[src/rtl/mm_width_pkg.sv]
package mm_width_pkg;

    typedef enum logic [2:0] {
        SP_IDLE,
        SP_ISSUE,
        SP_RDWAIT,
        SP_ACK,
        SP_RESP
    } split_state_t;

    typedef enum logic {
        ST_IDLE,
        ST_RDWAIT
    } steer_state_t;

endpackage

[src/rtl/mm_lane_mask.sv]
module mm_lane_mask #(
    parameter int NBYTES = 4
) (
    input  logic [NBYTES-1:0]   be,
    output logic [NBYTES*8-1:0] mask
);
    for (genvar i = 0; i < NBYTES; i++) begin : g_lane
        assign mask[i*8 +: 8] = {8{be[i]}};
    end
endmodule

[src/rtl/mm_width_split.sv]
module mm_width_split
    import mm_width_pkg::*;
#(
    parameter int MB = 4,
    parameter int SB = 2,
    parameter int AW = 32
) (
    input  logic            clk,
    input  logic            rst_n,
    input  logic [AW-1:0]   m_addr,
    input  logic            m_read,
    input  logic            m_write,
    input  logic [MB-1:0]   m_be,
    input  logic [MB*8-1:0] m_wdata,
    output logic            m_wait,
    output logic [MB*8-1:0] m_rdata,
    output logic            m_rvalid,
    output logic [AW-1:0]   s_addr,
    output logic            s_read,
    output logic            s_write,
    output logic [SB-1:0]   s_be,
    output logic [SB*8-1:0] s_wdata,
    input  logic            s_wait,
    input  logic [SB*8-1:0] s_rdata,
    input  logic            s_rvalid
);
    localparam int RATIO  = MB / SB;
    localparam int BEAT_W = $clog2(RATIO);
    localparam int SLSB   = $clog2(SB);

    split_state_t      state;
    logic [BEAT_W-1:0] beat;
    logic [AW-1:0]     addr_q;
    logic [MB-1:0]     be_q;
    logic [MB*8-1:0]   wd_q;
    logic [MB*8-1:0]   rd_q;
    logic              is_rd;

    logic [SB-1:0]     be_slice;
    logic [SB*8-1:0]   wd_slice;
    logic [SB*8-1:0]   slice_mask;
    logic              last_beat;
    logic              skip_beat;

    assign be_slice  = be_q[int'(beat)*SB +: SB];
    assign wd_slice  = wd_q[int'(beat)*SB*8 +: SB*8];
    assign last_beat = (beat == BEAT_W'(RATIO - 1));
    assign skip_beat = !is_rd && (be_slice == '0);

    mm_lane_mask #(.NBYTES(SB)) u_slice_mask (
        .be   (be_slice),
        .mask (slice_mask)
    );

    // State register and captured request
    always_ff @(posedge clk or negedge rst_n) begin
        if (!rst_n) begin
            state  <= SP_IDLE;
            beat   <= '0;
            addr_q <= '0;
            be_q   <= '0;
            wd_q   <= '0;
            rd_q   <= '0;
            is_rd  <= 1'b0;
        end else begin
            unique case (state)
                SP_IDLE: begin
                    if (m_read || m_write) begin
                        addr_q <= m_addr;
                        be_q   <= m_be;
                        wd_q   <= m_wdata;
                        is_rd  <= m_read;
                        rd_q   <= '0;
                        beat   <= '0;
                        state  <= SP_ISSUE;
                    end
                end
                SP_ISSUE: begin
                    if (skip_beat || !s_wait) begin
                        if (is_rd)          state <= SP_RDWAIT;
                        else if (last_beat) state <= SP_ACK;
                        else                beat  <= beat + 1'b1;
                    end
                end
                SP_RDWAIT: begin
                    if (s_rvalid) begin
                        rd_q[int'(beat)*SB*8 +: SB*8] <= s_rdata & slice_mask;
                        if (last_beat) begin
                            state <= SP_ACK;
                        end else begin
                            beat  <= beat + 1'b1;
                            state <= SP_ISSUE;
                        end
                    end
                end
                SP_ACK:  state <= is_rd ? SP_RESP : SP_IDLE;
                SP_RESP: state <= SP_IDLE;
                default: state <= SP_IDLE;
            endcase
        end
    end

    // Outputs
    always_comb begin
        s_read   = 1'b0;
        s_write  = 1'b0;
        m_wait   = 1'b1;
        m_rvalid = 1'b0;
        unique case (state)
            SP_ISSUE: begin
                s_read  = is_rd;
                s_write = !is_rd && !skip_beat;
            end
            SP_ACK:  m_wait   = 1'b0;
            SP_RESP: m_rvalid = 1'b1;
            default: ;
        endcase
    end

    assign s_addr  = (addr_q & ~AW'(MB - 1)) | (AW'(beat) << SLSB);
    assign s_be    = be_slice;
    assign s_wdata = wd_slice;
    assign m_rdata = rd_q;

endmodule

[src/rtl/mm_width_steer.sv]
module mm_width_steer
    import mm_width_pkg::*;
#(
    parameter int MB = 4,
    parameter int SB = 8,
    parameter int AW = 32
) (
    input  logic            clk,
    input  logic            rst_n,
    input  logic [AW-1:0]   m_addr,
    input  logic            m_read,
    input  logic            m_write,
    input  logic [MB-1:0]   m_be,
    input  logic [MB*8-1:0] m_wdata,
    output logic            m_wait,
    output logic [MB*8-1:0] m_rdata,
    output logic            m_rvalid,
    output logic [AW-1:0]   s_addr,
    output logic            s_read,
    output logic            s_write,
    output logic [SB-1:0]   s_be,
    output logic [SB*8-1:0] s_wdata,
    input  logic            s_wait,
    input  logic [SB*8-1:0] s_rdata,
    input  logic            s_rvalid
);
    localparam int RATIO  = SB / MB;
    localparam int LANE_W = $clog2(RATIO);
    localparam int MLSB   = $clog2(MB);

    steer_state_t      state;
    logic [LANE_W-1:0] lane_in;
    logic [LANE_W-1:0] lane_q;
    logic [MB-1:0]     be_q;
    logic [MB*8-1:0]   rd_mask;

    assign lane_in = m_addr[MLSB +: LANE_W];

    mm_lane_mask #(.NBYTES(MB)) u_rd_mask (
        .be   (be_q),
        .mask (rd_mask)
    );

    // State register and lane of the outstanding read
    always_ff @(posedge clk or negedge rst_n) begin
        if (!rst_n) begin
            state  <= ST_IDLE;
            lane_q <= '0;
            be_q   <= '0;
        end else begin
            unique case (state)
                ST_IDLE: begin
                    if (m_read && !s_wait) begin
                        lane_q <= lane_in;
                        be_q   <= m_be;
                        state  <= ST_RDWAIT;
                    end
                end
                ST_RDWAIT: begin
                    if (s_rvalid) state <= ST_IDLE;
                end
                default: state <= ST_IDLE;
            endcase
        end
    end

    // Outputs
    always_comb begin
        s_read   = 1'b0;
        s_write  = 1'b0;
        m_wait   = 1'b1;
        m_rvalid = 1'b0;
        unique case (state)
            ST_IDLE: begin
                s_read  = m_read;
                s_write = m_write;
                m_wait  = s_wait;
            end
            ST_RDWAIT: m_rvalid = s_rvalid;
            default: ;
        endcase
    end

    assign s_addr  = m_addr & ~AW'(SB - 1);
    assign s_be    = SB'(m_be) << (int'(lane_in) * MB);
    assign s_wdata = {RATIO{m_wdata}};
    assign m_rdata = s_rdata[int'(lane_q)*MB*8 +: MB*8] & rd_mask;

endmodule

[src/rtl/mm_width_bridge.sv]
module mm_width_bridge #(
    parameter int ADDR_W    = 32,
    parameter int MST_BYTES = 4,
    parameter int SLV_BYTES = 2
) (
    input  logic                   clk,
    input  logic                   rst_n,
    input  logic [ADDR_W-1:0]      mst_addr,
    input  logic                   mst_read,
    input  logic                   mst_write,
    input  logic [MST_BYTES-1:0]   mst_be,
    input  logic [MST_BYTES*8-1:0] mst_wdata,
    output logic                   mst_wait,
    output logic [MST_BYTES*8-1:0] mst_rdata,
    output logic                   mst_rvalid,
    output logic [ADDR_W-1:0]      slv_addr,
    output logic                   slv_read,
    output logic                   slv_write,
    output logic [SLV_BYTES-1:0]   slv_be,
    output logic [SLV_BYTES*8-1:0] slv_wdata,
    input  logic                   slv_wait,
    input  logic [SLV_BYTES*8-1:0] slv_rdata,
    input  logic                   slv_rvalid
);
    if (MST_BYTES > SLV_BYTES) begin : g_split
        mm_width_split #(.MB(MST_BYTES), .SB(SLV_BYTES), .AW(ADDR_W)) u_split (
            .clk, .rst_n,
            .m_addr (mst_addr), .m_read (mst_read), .m_write (mst_write),
            .m_be (mst_be), .m_wdata (mst_wdata), .m_wait (mst_wait),
            .m_rdata (mst_rdata), .m_rvalid (mst_rvalid),
            .s_addr (slv_addr), .s_read (slv_read), .s_write (slv_write),
            .s_be (slv_be), .s_wdata (slv_wdata), .s_wait (slv_wait),
            .s_rdata (slv_rdata), .s_rvalid (slv_rvalid)
        );
    end else if (MST_BYTES < SLV_BYTES) begin : g_steer
        mm_width_steer #(.MB(MST_BYTES), .SB(SLV_BYTES), .AW(ADDR_W)) u_steer (
            .clk, .rst_n,
            .m_addr (mst_addr), .m_read (mst_read), .m_write (mst_write),
            .m_be (mst_be), .m_wdata (mst_wdata), .m_wait (mst_wait),
            .m_rdata (mst_rdata), .m_rvalid (mst_rvalid),
            .s_addr (slv_addr), .s_read (slv_read), .s_write (slv_write),
            .s_be (slv_be), .s_wdata (slv_wdata), .s_wait (slv_wait),
            .s_rdata (slv_rdata), .s_rvalid (slv_rvalid)
        );
    end else begin : g_pass
        assign slv_addr   = mst_addr;
        assign slv_read   = mst_read;
        assign slv_write  = mst_write;
        assign slv_be     = mst_be;
        assign slv_wdata  = mst_wdata;
        assign mst_wait   = slv_wait;
        assign mst_rdata  = slv_rdata;
        assign mst_rvalid = slv_rvalid;
    end
endmodule

[config.mk]
export PLATFORM = sky130hd
export DESIGN_NAME = mm_width_bridge
export DESIGN_NICKNAME = d
export VERILOG_FILES = /design/src/rtl/mm_width_pkg.sv /design/src/rtl/mm_lane_mask.sv /design/src/rtl/mm_width_split.sv /design/src/rtl/mm_width_steer.sv /design/src/rtl/mm_width_bridge.sv
export SDC_FILE = /design/constraint.sdc
export NUM_CORES = 1
export LEC_CHECK = 0
export BUFFER_PORTS_ARGS = -buffer_cell sky130_fd_sc_hd__buf_2
export CORE_MARGIN = 2
export CORE_UTILIZATION = 50
export DETAILED_ROUTE_END_ITERATION = 10
export PLACE_DENSITY = 0.82
export SLEW_MARGIN = 0
export SYNTH_ARGS = -nofsm -noshare
export SYNTH_HDL_FRONTEND = slang
export SYNTH_HIERARCHICAL = 1
export SYNTH_SLANG_ARGS = --single-unit
[constraint.sdc]
create_clock -name clk -period 3.75 [get_ports clk]
set_clock_uncertainty 0.2 [all_clocks]
set_input_delay 0.375 -clock clk [delete_from_list [all_inputs] [get_ports clk]]
set_output_delay 0.375 -clock clk [all_outputs]
set_load 0.02 [all_outputs]
==> results of run 1 <==
[sequential cells by signal (all words and copies together), names as in the netlist]
signal,cells
g_split.u_split/m_rdata,32
g_split.u_split/beat,1
g_split.u_split/wd_q,32
g_split.u_split/state,3
g_split.u_split/is_rd,1
g_split.u_split/addr_q,30
g_split.u_split/be_q,4
[how the worst min path moves through the flow]
stage	to	slack, ns	cells past startpoint
2_1_floorplan	g_split.u_split/addr_q[10]	-0.12	0
3_3_place_gp	g_split.u_split/m_rdata[19]	0.27	1
3_5_place_dp	g_split.u_split/m_rdata[4]	0.28	1
4_1_cts	g_split.u_split/addr_q[28]	0.01	2
5_1_grt	g_split.u_split/addr_q[28]	0.01	2
6_report	g_split.u_split/wd_q[22]	-0.01	1
[report_power, final]
group	switching (uW)	leakage, uW	internal [uW]	total, uW
registers	283	0.00128	1570	1850
clock network	407	0.000107	323	730
logic	1270	0.00133	1130	2400
[routing by layer]
metal	share of wire	routed length, um
met4	0.021	199
met1	0.42	3952
met5	0.0014	13
met2	0.50	4760
met3	0.054	510
[metrics by stage]
stage          hold slack [ns]  utilization  std cells  worst slack (ns)
3_5_place_dp            0.2762       0.5971        537             1.292
3_3_place_gp            0.2687       0.5971        537             1.352
2_1_floorplan          -0.1206            -        291             1.680
4_1_cts                0.01210       0.6209        553             1.269
6_report             -0.009833       0.6212        554             1.264
5_1_grt                0.01450       0.6209        553             1.115
[synth_stat cells, types with 2 or more instances]
cell / number / area (um^2)
a32o_1: 32 / 320.3
buf_2: 4 / 20.02
and2_1: 3 / 18.77
mux2_4: 29 / 435.4
buf_6: 4 / 45.04
dfrtp_1: 103 / 2577
mux2_2: 55 / 619.3
nor3_1: 3 / 15.01
buf_12: 4 / 80.08
nand2_1: 2 / 7.510
inv_1: 3 / 11.26
a22oi_2: 2 / 25.02
nor3b_1: 2 / 15.01
buf_4: 21 / 157.7
clkbuf_1: 3 / 11.26
[final cells by class]
type                            count  area (um^2)
Inverter                            3        11.26
Fill cell                         698         3319
Antenna cell                        1        2.502
Timing Repair Buffer              174        878.3
Multi-Input combinational cell    149         1630
Sequential cell                   103         2577
Clock buffer                        9        123.9
Tap cell                          108        135.1
Clock inverter                      7        85.08
[logic make-up after synthesis]
group / count (synthesis) / share of synthesized area
DFF: 103 / 0.5686
muxes: 84 / 0.2327
AOI/OAI and AO/OA: 45 / 0.09550
buffers and inverters: 39 / 0.07176
and+or+nand+nor: 19 / 0.03064
other: 1 / 0.0008272
[worst max-delay path, stage by stage (launching register included)]
cell and delay (ns):
dfrtp_1 0.51, nor3_4 0.31, and2_4 0.84, mux2_2 0.42
==> flow_summary.ini, run 1 <==
[status]
status = finished with violations
violations = hold timing

[global_route]
grt_usage = 0.1942
grt_max_degree = 87
antenna_found_initial = 2
top_usage_layer = met2
grt.met3_usage = 0.04708
first_global_vias = 3184
grt_overflow = 0
grt_use_met2 = 0.3196
grt_first_pass_wirelength_um = 15190
globalRouteMet1Util = 0.2439

[route]
routed_wl_um = 9436
vias_per_cell = 5.357
vias = 2968
ant_nets = 0
drtPass1Iterations = 4
drc = 0
drtIter0Drc = 56
wl_per_cell_um = 17.03

[finish]
drive_above_1_share = 0.6292
final_area_um2 = 5444
layout_commonest_cell = buf_2
layout.nets = 530
final_cell_mix = 171 x buf_2, 103 x dfrtp_1, 55 x mux2_2
area_growth_pct = 20.09

[sta]
final_hold_viol_count = 3
fmax_mhz = 402.2
worst_pin_slew_ns = 1.053
whs_ns = -0.009833
fin_crit_sh = 0.6630
relSlewSlack = 0.2979
period_minus_slack_ns = 2.486
rsz0062_at_grt = no
fin_tns_setup_ns = 0
finalSetupViolCount = 0
slew_violations = 0

[clocking]
cts-hold-fix-buffers = 0
htree_levels = 3
clk_pin_slew_ns = 0.10
cts_setup_buffers = 0
clockRootBuffer = clkbuf_8
clk_latency_ns = 0.35
tritoncts = built
ctsResizeCount = 0
cts_buffer_depth = 2
cts_made_buffers = 9
cts.sinks = 103

[pwr]
powerDensity_nw_per_um2 = 914.8
total_power_uw = 4980
p_leak_uw = 0.002714
ir_drop_mv = 0.4577

[worst_setup_path]
endpoint_kind = flip-flop
rrSetupSlack_ns = 1.26
worst_setup_path_start_kind = flip-flop
r2r_end = g_split.u_split/wd_q[14]
crit_type = reg2reg
crit_path_max_fanout = 67
r2r_cells = 3
setup.worst_path.end = g_split.u_split/wd_q[14]
cp_data_arrival_time_ns = 2.53
timing.rr.start = g_split.u_split/state[0]
critPathRequiredTime_ns = 3.79
crit_start = g_split.u_split/state[0]

[synthesis]
ys_types = 36
synth_cells = 291
ys_warn_count = 6
synth_enable_flop_cells = 0
ys_seq_elements = 103
avgSynthCellArea_um2 = 15.58
syn-cell-area_um2 = 4533
ys.flop_type = dfrtp_1
ys_seq_area_frac = 0.5686
async_flop_share = 1.000
synth_nets = 381

[floorplan]
start_util = 0.5173
row_count = 34
core_um2 = 8763
ios = 176
die_h_um = 99.22
chipWidth_um = 99.22
die_area_um2 = 9844

[hold_path]
hold_path_class = in2async

[placement]
portBuffers = 172
dp_hpwl_um = 6528
gp_congestion = 0.7254
postPlaceCellArea_um2 = 5233

[run]
drv_cap = 0
No activity file was read; power rests on OpenSTA's default activity.
==> run 2: changes to the inputs <==
Settings changed: CORE_UTILIZATION 50 to 44, PLACE_DENSITY 0.82 to 0.76.
Clock period 3.75 ns to 2.03 ns, I/O delays scaled along.
==> flow_summary.ini, run 2 (synthesis results as in run 1) <==
[status]
status = finished, final reports clean

[finish]
layout_commonest_cell = buf_2
final_cell_mix = 170 x buf_2, 99 x dfrtp_1, 86 x dlygate4sd3_1
fillers = 769
drive_above_1_share = 0.5444
multiInputGateArea_um2 = 1635
area_growth_pct = 44.00
final-seq-area_um2 = 2582
final_area_um2 = 6528
layout.nets = 626
diodes = 0

[route]
drc = 0
vias = 3418
routed_wl_um = 11200
vias_per_cell = 5.056
wl_per_cell_um = 16.57
ant_nets = 0
drtPass1Iterations = 4
drtIter0Drc = 133

[worst_setup_path]
crit_top_cell = buf_4
critPathRequiredTime_ns = 1.63
cp_data_arrival_time_ns = 1.55
endpoint_kind = output pin
crit_buf_inv = 2
worst_setup_path_start_kind = flip-flop
cp_top_family = flip-flops
path_cells = nor3b_2 -> buf_4 -> o31ai_1 -> nor3_1 -> buf_4
slowest_delay_ns = 0.48
crit_slowest_cell = dfrtp_2
crit_type = reg2out
crit_path_max_fanout = 7

[sta]
fmax_mhz = 511.2
finalSetupViolCount = 0
period_minus_slack_ns = 1.956
worst_pin_slew_ns = 0.8200
rsz0062_at_grt = yes
whs_ns = 0.06909
final_hold_viol_count = 0
fin_tns_setup_ns = 0
slew_violations = 0
fin_crit_sh = 0.9636
relSlewSlack = 0.4533

[clocking]
clk_pin_slew_ns = 0.09
tritoncts = built
htree_levels = 3
cts_made_buffers = 9
cts_buffer_depth = 2
clockRootBuffer = clkbuf_8
clk_latency_ns = 0.36
cts.sinks = 103

[global_route]
grt_usage = 0.2016
grt_max_degree = 57
grt_overflow = 0
grt_first_pass_wirelength_um = 17730
antenna_found_initial = 1
first_global_vias = 3540

[floorplan]
chipWidth_um = 105.5
core_um2 = 10180
die_area_um2 = 11130
ios = 176
start_util = 0.4451
die_h_um = 105.5
row_count = 37

[placement]
portBuffers = 172
dp_hpwl_um = 6838
gp_congestion = 0.7618
postPlaceCellArea_um2 = 5350

[pwr]
p_seq_frac = 0.346
ir_drop_mv = 0.9116
switching_share = 0.3734
pwr-share-clk = 0.162
p_switching_uw = 3721
intPower_uw = 6244
p_leak_uw = 0.003161
p_comb_frac = 0.491
powerDensity_nw_per_um2 = 1527

[hold_path]
hold_path_class = in2reg

[run]
drv_cap = 0
run 2: worst paths after layout:
check | startpoint | slack [ns] | endpoint | cells past startpoint
worst max-delay path | g_split.u_split/state[2] | 0.07 | slv_write | 5
worst min-delay path | slv_wait | 0.07 | g_split.u_split/beat | 3
worst max register to register | g_split.u_split/state[2] | 0.09 | g_split.u_split/m_rdata[0] | 3
worst min register to register | g_split.u_split/m_rdata[15] | 0.29 | g_split.u_split/m_rdata[15] | 1
max in group asynchronous | rst_n | 0.92 | g_split.u_split/state[2] | 3
min in group asynchronous | rst_n | 0.09 | g_split.u_split/m_rdata[6] | 2
run 2: metal layers:
layer  GRT usage  share of wire
met5           0              0
met4     0.07613          0.026
met3     0.05504          0.058
met2      0.3470           0.52
met1      0.2413           0.40
run 2: per-stage QoR:
stage,cells,util,power (uW),worst slack (ns)
final,676,0.6409,9964,0.07390
after global routing,676,0.6409,10520,-0.02662
after CTS,672,0.6362,9894,0.009279
after detailed placement,571,0.5253,8068,0.05312
after global placement,571,0.5253,7900,0.07360
after floorplan,291,-,7157,-0.02888
run 2: timing repair:
item,4_1_cts,5_1_grt
pin swaps,0,1
setup buffers,0,4
gates cloned,0,0
endpoints found under the setup margin,19,42
gates resized for setup,6,1
hold buffers,86,0
endpoints found under the hold margin,203,0
run 2: worst register-to-register path, cell delays in order (launching register included):
cell,delay (ns)
dfrtp_2,0.48
and4bb_4,0.36
and2_1,0.56
a32o_1,0.27
run 2: cell type report:
| cell class | count | area share |
|---|---|---|
| multi-input combinational | 149 | 0.2505 |
| clock inverter | 6 | 0.02051 |
| clock buffer | 9 | 0.01898 |
| inverter | 3 | 0.001725 |
| timing repair buffer | 270 | 0.2866 |
| tap | 136 | 0.02607 |
| sequential | 103 | 0.3956 |
run 2: power groups by stage:
stage	Clock [uW]	Combinational, uW	Sequential (uW)
floorplan	0	3300	3860
global route	1760	5210	3550
finish	1620	4900	3450
global placement	0	4500	3400
detailed placement	0	4590	3470
CTS	1680	4770	3450
==> run 3: changes to the inputs <==
Settings changed: BUFFER_PORTS_ARGS -buffer_cell sky130_fd_sc_hd__buf_2 to not set, CORE_UTILIZATION 44 to 50, DONT_BUFFER_PORTS set to 1, PLACE_DENSITY 0.76 to 0.68.
==> flow_summary.ini, run 3 (synthesis results as in run 1) <==
[worst_setup_path]
cp_data_arrival_time_ns = 1.55
critPathRequiredTime_ns = 1.63
setup.worst_path.end = slv_write
crit_type = reg2out
timing.rr.start = g_split.u_split/state[2]
r2r_end = g_split.u_split/is_rd
rrSetupSlack_ns = 0.12
r2r_cells = 5
endpoint_kind = output pin
worst_setup_path_start_kind = flip-flop
crit_start = g_split.u_split/beat
crit_path_max_fanout = 12

[finish]
multiInputGateArea_um2 = 1638
final_cell_mix = 99 x dfrtp_1, 87 x dlygate4sd3_1, 55 x mux2_2
drive_above_1_share = 0.3432
final-seq-area_um2 = 2582
postLayoutCoreUtil = 0.6412
area_growth_pct = 23.96
layout.nets = 458
diodes = 0
fillers = 633
layout_commonest_cell = dfrtp_1

[hold_path]
hold_path_class = in2async

[floorplan]
core_um2 = 8763
die_area_um2 = 9844
start_util = 0.5173
ios = 176
chipWidth_um = 99.22
die_h_um = 99.22
row_count = 34

[global_route]
grt_overflow = 0
first_global_vias = 3083
grt_usage = 0.2027
antenna_found_initial = 0
grt_first_pass_wirelength_um = 15790
grt_max_degree = 104

[clocking]
clockRootBuffer = clkbuf_8
clk_pin_slew_ns = 0.10
cts-hold-fix-buffers = 87
clk_latency_ns = 0.35
cts.sinks = 103
cts_made_buffers = 9
htree_levels = 3
tritoncts = built
cts_buffer_depth = 2

[sta]
whs_ns = -0.6608
final_hold_viol_count = 103
fmax_mhz = 513.2
finalWorstSetupSlack_ns = 0.08156
period_minus_slack_ns = 1.948
fin_crit_sh = 0.9598
slew_violations = 0
rsz0062_at_grt = no
finalSetupViolCount = 0

[route]
vias_per_cell = 5.734
drtIter0Drc = 105
drtPass1Iterations = 4
vias = 2758
wl_per_cell_um = 20.53
drc = 0
ant_nets = 0
routed_wl_um = 9874

[placement]
dp_hpwl_um = 5966
gp_congestion = 0.7771
post-place-ws_ns = 0.04993
portBuffers = 0

[status]
violations = hold timing
status = finished with violations

[run]
drv_cap = 0

[pwr]
ir_drop_mv = 0.8023
p_leak_uw = 0.002425
powerDensity_nw_per_um2 = 1597
-- run 3: changes by cell type in the layout (fill, tap and decap cells not counted), sizes merged --
cell	previous run	this run
buf	184	15
bufinv	4	1
clkbuf	9	10
clkinv	2	3
clkinvlp	0	1
dlygate4sd3	86	87
inv	3	4
-- run 3: repair_timing --
action,4_1_cts,5_1_grt
gates resized for setup,3,4
hold endpoints to repair,205,103
setup endpoints to repair,2,34
setup buffers,1,2
pin swaps,1,2
-- run 3: where the power goes --
| part | internal [uW] | leakage, uW | switching, uW |
|---|---|---|---|
| logic | 1960 | 0.00104 | 1640 |
| registers | 2900 | 0.00128 | 1170 |
| clock network | 611 | 0.000103 | 697 |
-- run 3: critical path, cell delays in order (launching register included) --
cell and delay (ns):
dfrtp_2 0.48, buf_4 0.22, o31ai_1 0.24, nor3_1 0.08, buf_4 0.17
-- run 3: layout make-up --
type                    instances  area share
flip-flops and latches        103      0.4596
clock buffers                  10     0.02449
inverters                       3    0.002004
clock inverters                 6     0.01225
repair buffers                102      0.1861
multi-input cells             149      0.2915
well taps                     108     0.02405
-- run 3: routing by layer --
metal	GRT usage	wire length [um]
met1	0.2430	4033
met4	0.06428	127
met2	0.3467	5005
met5	0	0
met3	0.06746	708
-- run 3: worst min-delay path by stage --
| stage | cells after the start | slack [ns] | to |
|---|---|---|---|
| 3_5_place_dp | 0 | -0.29 | g_split.u_split/addr_q[13] |
| 5_1_grt | 0 | -0.71 | g_split.u_split/wd_q[21] |
| 3_3_place_gp | 0 | -0.29 | g_split.u_split/addr_q[19] |
| 6_report | 0 | -0.66 | g_split.u_split/is_rd |
| 2_1_floorplan | 0 | -0.29 | g_split.u_split/addr_q[10] |
| 4_1_cts | 0 | -0.69 | g_split.u_split/m_rdata[7] |
-- run 3: through the flow --
stage | power (uW) | area (um^2) | std cells | TNS, ns
global placement | 7283 | 4482 | 375 | 0
floorplan | 7157 | 4533 | 291 | -0.9189
finish | 8976 | 5619 | 481 | 0
detailed placement | 7409 | 4482 | 375 | 0
CTS | 8930 | 5574 | 479 | 0
global route | 9477 | 5619 | 481 | 0
